**config.mk**
```make
export PLATFORM = sky130hd
export DESIGN_NAME = page_split_seq
export DESIGN_NICKNAME = d
export VERILOG_FILES = /design/src/rtl/page_split_pkg.sv /design/src/rtl/split_chunk_calc.sv /design/src/rtl/split_cursor.sv /design/src/rtl/page_split_seq.sv
export SDC_FILE = /design/constraint.sdc
export NUM_CORES = 1
export LEC_CHECK = 0
export BUFFER_PORTS_ARGS = -buffer_cell sky130_fd_sc_hd__buf_2
export CAP_MARGIN = 20
export CORE_ASPECT_RATIO = 1.2
export CORE_UTILIZATION = 29
export CTS_CLUSTER_DIAMETER = 120
export DETAILED_ROUTE_END_ITERATION = 7
export REMOVE_ABC_BUFFERS = 1
export SLEW_MARGIN = 20
export SYNTH_ARGS = -nofsm -noshare
export SYNTH_HDL_FRONTEND = slang
export SYNTH_SLANG_ARGS = --single-unit
```
**constraint.sdc**
```tcl
create_clock -name clk -period 13.2 [get_ports clk]
set_clock_uncertainty 0.2 [all_clocks]
set_input_delay 1.98 -clock clk [delete_from_list [all_inputs] [get_ports clk]]
set_output_delay 1.98 -clock clk [all_outputs]
set_load 0.005 [all_outputs]
```
**src/rtl/page_split_pkg.sv**
```systemverilog
package page_split_pkg;
  typedef enum logic [2:0] {
    ST_IDLE   = 3'd0,
    ST_XREQ   = 3'd1,
    ST_XWAIT  = 3'd2,
    ST_MREQ   = 3'd3,
    ST_FINISH = 3'd4
  } seq_state_t;
endpackage

```
**src/rtl/split_chunk_calc.sv**
```systemverilog
module split_chunk_calc #(
  parameter int LEN_W     = 7,
  parameter int PAGE_BITS = 4
) (
  input  logic [PAGE_BITS-1:0] va_low,
  input  logic [LEN_W-1:0]     rem,
  output logic [LEN_W-1:0]     chunk
);
  generate
    if (LEN_W > PAGE_BITS) begin : g_wide
      localparam logic [LEN_W-1:0] PAGE_SZ = LEN_W'(1) << PAGE_BITS;
      logic [LEN_W-1:0] room;
      always_comb begin
        room  = PAGE_SZ - {{(LEN_W-PAGE_BITS){1'b0}}, va_low};
        chunk = (rem < room) ? rem : room;
      end
    end else begin : g_narrow
      localparam int RW = PAGE_BITS + 1;
      localparam logic [RW-1:0] PAGE_SZ = RW'(1) << PAGE_BITS;
      logic [RW-1:0] room;
      logic [RW-1:0] rem_x;
      always_comb begin
        room  = PAGE_SZ - {1'b0, va_low};
        rem_x = RW'(rem);
        chunk = (rem_x < room) ? rem : LEN_W'(room);
      end
    end
  endgenerate
endmodule

```
**src/rtl/split_cursor.sv**
```systemverilog
module split_cursor #(
  parameter int VA_W  = 8,
  parameter int LEN_W = 7
) (
  input  logic             clk,
  input  logic             rst_n,
  input  logic             load,
  input  logic [VA_W-1:0]  load_va,
  input  logic [LEN_W-1:0] load_len,
  input  logic             step,
  input  logic [LEN_W-1:0] step_len,
  output logic [VA_W-1:0]  va_q,
  output logic [LEN_W-1:0] rem_q,
  output logic [LEN_W-1:0] ofs_q
);
  logic [VA_W-1:0]  va_d;
  logic [LEN_W-1:0] rem_d;
  logic [LEN_W-1:0] ofs_d;
  logic             en;

  always_comb begin
    en    = load | step;
    va_d  = va_q;
    rem_d = rem_q;
    ofs_d = ofs_q;
    if (load) begin
      va_d  = load_va;
      rem_d = load_len;
      ofs_d = '0;
    end else if (step) begin
      va_d  = va_q + VA_W'(step_len);
      rem_d = rem_q - step_len;
      ofs_d = ofs_q + step_len;
    end
  end

  always_ff @(posedge clk or negedge rst_n) begin
    if (!rst_n) begin
      va_q  <= '0;
      rem_q <= '0;
      ofs_q <= '0;
    end else if (en) begin
      va_q  <= va_d;
      rem_q <= rem_d;
      ofs_q <= ofs_d;
    end
  end

  // bytes done plus bytes left stay fixed between command loads
  p_sum_kept_r2: assert property (@(posedge clk) disable iff (!rst_n)
    !load |=> (LEN_W'(rem_q + ofs_q) == $past(LEN_W'(rem_q + ofs_q))));

  // a step never asks for more than what is left
  p_step_fits_r2: assert property (@(posedge clk) disable iff (!rst_n)
    step |-> (step_len <= rem_q));
endmodule

```
**src/rtl/page_split_seq.sv**
```systemverilog
module page_split_seq
  import page_split_pkg::*;
#(
  parameter int VA_W      = 32,
  parameter int PA_W      = 40,
  parameter int LEN_W     = 16,
  parameter int PAGE_BITS = 12
) (
  input  logic             clk,
  input  logic             rst_n,
  input  logic             cmd_valid,
  output logic             cmd_ready,
  input  logic             cmd_write,
  input  logic [VA_W-1:0]  cmd_va,
  input  logic [LEN_W-1:0] cmd_len,
  output logic             xlat_req_valid,
  input  logic             xlat_req_ready,
  output logic [VA_W-1:0]  xlat_req_va,
  input  logic             xlat_rsp_valid,
  input  logic             xlat_rsp_ok,
  input  logic [PA_W-1:0]  xlat_rsp_pa,
  output logic             mem_req_valid,
  input  logic             mem_req_ready,
  output logic             mem_req_write,
  output logic             mem_req_zero,
  output logic [PA_W-1:0]  mem_req_pa,
  output logic [LEN_W-1:0] mem_req_len,
  output logic [LEN_W-1:0] mem_req_ofs,
  output logic             done,
  output logic             err
);
  localparam int PAGE_SZ = 1 << PAGE_BITS;

  seq_state_t       state_q, state_d;
  logic             write_q, write_d;
  logic             zero_q, zero_d;
  logic [PA_W-1:0]  pa_q, pa_d;
  logic             err_q, err_d;
  logic             load, step, last, cmd_fire, cap_en;
  logic [VA_W-1:0]  cur_va;
  logic [LEN_W-1:0] cur_rem, cur_ofs, chunk;

  split_cursor #(.VA_W(VA_W), .LEN_W(LEN_W)) u_cursor (
    .clk      (clk),
    .rst_n    (rst_n),
    .load     (load),
    .load_va  (cmd_va),
    .load_len (cmd_len),
    .step     (step),
    .step_len (chunk),
    .va_q     (cur_va),
    .rem_q    (cur_rem),
    .ofs_q    (cur_ofs)
  );

  split_chunk_calc #(.LEN_W(LEN_W), .PAGE_BITS(PAGE_BITS)) u_chunk (
    .va_low (cur_va[PAGE_BITS-1:0]),
    .rem    (cur_rem),
    .chunk  (chunk)
  );

  assign cmd_fire = cmd_valid & cmd_ready;
  assign last     = (chunk == cur_rem);

  always_comb begin
    state_d = state_q;
    write_d = write_q;
    zero_d  = zero_q;
    pa_d    = pa_q;
    err_d   = err_q;
    load    = 1'b0;
    step    = 1'b0;
    cap_en  = 1'b0;
    unique case (state_q)
      ST_IDLE: begin
        if (cmd_fire) begin
          load    = 1'b1;
          write_d = cmd_write;
          err_d   = 1'b0;
          state_d = (cmd_len == '0) ? ST_FINISH : ST_XREQ;
        end
      end
      ST_XREQ: begin
        if (xlat_req_ready) state_d = ST_XWAIT;
      end
      ST_XWAIT: begin
        if (xlat_rsp_valid) begin
          cap_en = 1'b1;
          if (xlat_rsp_ok) begin
            pa_d    = xlat_rsp_pa;
            zero_d  = 1'b0;
            state_d = ST_MREQ;
          end else begin
            err_d  = 1'b1;
            pa_d   = '0;
            zero_d = 1'b1;
            if (write_q) begin
              step    = 1'b1;
              state_d = last ? ST_FINISH : ST_XREQ;
            end else begin
              state_d = ST_MREQ;
            end
          end
        end
      end
      ST_MREQ: begin
        if (mem_req_ready) begin
          step    = 1'b1;
          state_d = last ? ST_FINISH : ST_XREQ;
        end
      end
      ST_FINISH: state_d = ST_IDLE;
      default:   state_d = ST_IDLE;
    endcase
  end

  always_ff @(posedge clk or negedge rst_n) begin
    if (!rst_n) begin
      state_q <= ST_IDLE;
      write_q <= 1'b0;
      zero_q  <= 1'b0;
      pa_q    <= '0;
      err_q   <= 1'b0;
    end else begin
      state_q <= state_d;
      err_q   <= err_d;
      if (load) write_q <= write_d;
      if (cap_en) begin
        zero_q <= zero_d;
        pa_q   <= pa_d;
      end
    end
  end

  assign cmd_ready      = (state_q == ST_IDLE);
  assign xlat_req_valid = (state_q == ST_XREQ);
  assign xlat_req_va    = cur_va;
  assign mem_req_valid  = (state_q == ST_MREQ);
  assign mem_req_write  = write_q;
  assign mem_req_zero   = zero_q;
  assign mem_req_pa     = pa_q;
  assign mem_req_len    = chunk;
  assign mem_req_ofs    = cur_ofs;
  assign done           = (state_q == ST_FINISH);
  assign err            = err_q;

  // every transfer is non-empty and stays inside one page
  p_in_page_r1: assert property (@(posedge clk) disable iff (!rst_n)
    mem_req_valid |-> ((mem_req_len != '0) &&
      (int'(cur_va[PAGE_BITS-1:0]) + int'(mem_req_len) <= PAGE_SZ)));

  // translation and transfer are never requested together
  p_one_at_a_time_r3: assert property (@(posedge clk) disable iff (!rst_n)
    !(mem_req_valid && xlat_req_valid));

  // a waiting translation request holds its address
  p_req_held_r3: assert property (@(posedge clk) disable iff (!rst_n)
    (xlat_req_valid && !xlat_req_ready) |=> (xlat_req_valid && $stable(xlat_req_va)));

  // a failed write chunk produces no transfer
  p_skip_write_r5: assert property (@(posedge clk) disable iff (!rst_n)
    ((state_q == ST_XWAIT) && xlat_rsp_valid && !xlat_rsp_ok && write_q) |=> !mem_req_valid);

  // a failed read chunk is zero-filled
  p_zero_read_r6: assert property (@(posedge clk) disable iff (!rst_n)
    ((state_q == ST_XWAIT) && xlat_rsp_valid && !xlat_rsp_ok && !write_q) |=>
      (mem_req_valid && mem_req_zero));

  // an empty command finishes on the next cycle
  p_empty_cmd_r7: assert property (@(posedge clk) disable iff (!rst_n)
    (cmd_fire && (cmd_len == '0)) |=> done);

  // done is a single-cycle pulse, err clears on acceptance
  p_done_pulse_r8: assert property (@(posedge clk) disable iff (!rst_n)
    done |=> !done);
  p_err_clear_r8: assert property (@(posedge clk) disable iff (!rst_n)
    cmd_fire |=> !err);
  p_err_sticky_r8: assert property (@(posedge clk) disable iff (!rst_n)
    (err && !cmd_fire) |=> err);
endmodule

```
==> results.yml <==
logic_synthesis:
  syn_area_um2: 7580
  yosys.area.top_type: "dfrtp_1"
  async_flop_share: 1.00
  ys_ff_latch: 110
  synthFlopType: "dfrtp_1"
  syn_area_per_cell_um2: 8.67
  synth.area.top_cells: "dfrtp_1 (36%), ha_1 (9.4%), nand2_1 (7.0%), o21ai_0 (6.1%), xnor2_1 (2.8%)"
  synth_common_cells: "nand2_1 (142), dfrtp_1 (110), o21ai_0 (93), ha_1 (57), nor2_1 (47)"
  yosysUniqueCellTypes: 71
  synth-edff-count: 0
  yosysTopAreaCellShare: 0.363
  synth_cells: 874
  yosys_warnings: 0
  yosysMostFrequentCell: "nand2_1"
  ys_seq_area_frac: 0.363
floorplanning:
  coreArea_um2: 25600
  die_h_um: 179
  die_area_um2: 26800
  num_rows: 64
  die_w_um: 150
  ioPinCount: 207
  start_util: 0.296
pwr:
  p_int_mw: 1.44
  irDropWorstVdd_mv: 0.112
  power_frac_seq: 0.232
  pwr-share-comb: 0.669
  p_sw_mw: 1.35
  cellLeakagePower_nw: 4.37
  p_sw_frac: 0.484
  p_per_area_nw_per_um2: 304
  p_total_mw: 2.79
  clkPwrFrac: 0.099
cells_and_area:
  drive_gt1_frac: 0.240
  area_delta_synth_final_pct: 21.4
  diodes: 0
  final_nets: 1218
  stdcell_area_um2: 9200
sta:
  finalCritPeriodShare: 0.520
  slew_viol_final: 0
  final_hold_viol_count: 0
  finalSetupViolations: 0
  setup_tns_ps: 0
  relSlewSlack: 0.289
  rsz0062_at_grt: "no"
  min_period_ps: 6870
  clock.fmax_mhz: 146
  hold_ws_ps: 277
  worstMarginPinSlew_ps: 1060
clock_tree:
  post_cts_buffers: 0
  cts_tree: "yes"
  cts_max_path_buffers: 2
  cts_root_buffer: "clkbuf_16"
  htree_levels: 3
  clkTransAtPathRegs_ps: 80
  holdBufCountCts: 0
  cts-resized-gates: 0
  cts_buffers: 9
  cts_sinks: 110
  clk_latency_ps: 370
grt:
  first_global_vias: 6627
  grt_antenna_before_repair: 0
  grt_pass1_wl_um: 35000
  grt_use_total: 0.169
  overflow: 0
  grt_max_degree: 66
critical_path:
  crit_fanout: 14
  r2r_slack_ps: 6330
  path_cells: "nor4_1 -> nand3_1 -> nor4_1 -> xnor2_1 -> inv_1 -> ha_1 -> a21o_1 -> a21oi_1 -> nor2b_1 -> o21ai_0 -> nand3b_1 -> a21oi_2 -> buf_4 -> mux2i_1 -> ha_1 -> inv_1 -> fa_1 -> nor2b_1 -> o31a_1 -> o211ai_1 -> a21oi_1 -> nand3_1 -> o211ai_1 -> o311ai_0"
  cp.arrival_ps: 6890
  crit_path_start_kind: "register"
  slowest_stage: "a21oi_2"
  cp-end-kind: "register"
  slowest_delay_ps: 670
  worstPathRequired_ps: 13230
  r2r-end: "u_cursor.va_q[20]"
  reg2reg_depth: 24
  path_class: "register to register"
  r2r_start: "u_cursor.va_q[2]"
placed_design:
  io_buffers: 203
  hpwl_um: 17400
  gp_congestion: 0.844
  place_area_um2: 8920
outcome:
  status: "complete, no violations"
min_path:
  hold_depth: 2
  hold_start: "mem_req_pa[16]"
  min_to: "mem_req_pa[16]"
  hold_class: "register to register"
route:
  viasPerCell: 5.06
  antenna_left: 0
  via_count: 7063
  wl_um: 22800
  dr.first_iter.drc_count: 344
  wl_per_cell_um: 16.3
  drc: 0
  dr.pass1.iters: 5
run:
  maxCapViolCount: 0
==> through the flow <==
stage	utilization	cells	worst slack, ps
finish	0.359	1397	6330
global route	0.359	1397	5740
CTS	0.359	1397	6350
detailed placement	0.348	1381	6370
global placement	0.348	1381	6590
floorplan	-	840	7230
==> cell type report <==
cell class	count	area, um2
clock buffer	10	229
clock inverter	6	55.1
fill	2723	16400
inverter	37	139
multi-input combinational	693	4540
sequential	110	2750
tap	330	413
timing repair buffer	211	1080
==> layout by cell type, fill, tap and decap left out, types with 4 or more instances in the layout <==
cell and n:
buf_2 202, nand2_1 142, dfrtp_1 110, o21ai_0 93
ha_1 57, nor2_1 47, inv_1 37, a21oi_1 34
nand3_1 31, xnor2_1 24, o211ai_1 19, xor2_1 17
mux2i_1 16, a22oi_1 14, o311ai_0 14, a21o_1 13
nor3_1 12, mux2_2 11, nor4_1 10, nor2b_1 10
a31oi_1 9, clkbuf_16 9, buf_4 9, a211oi_1 8
nand4_1 8, conb_1 8, o21a_1 7, nand2b_1 6
and3_1 6, o21bai_1 5, o31ai_1 5, and2_1 4
a221o_1 4
==> power by group through the flow <==
stage	registers (mW)	clock network (mW)	logic [mW]
detailed placement	0.655	0	1.86
global route	0.675	0.301	2.10
CTS	0.649	0.289	1.88
global placement	0.649	0	1.83
finish	0.648	0.277	1.87
floorplan	0.633	0	1.32
==> critical path: cells and delay by family, from the launching register on <==
family          cells  cell delay [ps]
xor+xnor            1              200
compound gates      9             2320
mux                 1              380
buf+inv             3              490
fa+ha+maj           3              960
simple gates        7             1680
flops               1              470
==> worst max path at each step <==
| stage | endpoint | slack (ps) | cells past startpoint | startpoint |
|---|---|---|---|---|
| after floorplan | u_cursor.va_q[18] | 7230 | 23 | u_cursor.va_q[2] |
| after global placement | u_cursor.va_q[28] | 6590 | 24 | u_cursor.va_q[2] |
| after detailed placement | u_cursor.va_q[24] | 6370 | 24 | u_cursor.va_q[2] |
| after CTS | u_cursor.va_q[24] | 6350 | 24 | u_cursor.va_q[2] |
| after global routing | u_cursor.va_q[20] | 5740 | 24 | u_cursor.va_q[2] |
| final | u_cursor.va_q[20] | 6330 | 24 | u_cursor.va_q[2] |
==> cells by family after synthesis <==
kind of cell	synth area share
other cells	0.000495
mux	0.0375
simple gates	0.183
fa+ha+maj	0.102
xor+xnor	0.0474
compound gates	0.223
flops	0.363
buf+inv	0.0436
==> sequential cells by signal, summed over array words and instances, names as in the netlist <==
name and count:
err 1, u_cursor.rem_q 16, mem_req_pa 40, state_q 3, mem_req_write 1, u_cursor.va_q 32, u_cursor.ofs_q 16, mem_req_zero 1
==> metal layers <==
| layer | GRT usage | vias up | wire length [um] |
|---|---|---|---|
| li1 | - | 3543 | - |
| met1 | 0.209 | 3286 | 10300 |
| met5 | 0 | - | 0 |
| met3 | 0.0338 | 34 | 1310 |
| met4 | 0.0655 | 0 | 567 |
| met2 | 0.288 | 200 | 10600 |
Note: power is estimated with default switching activity, not from simulation.
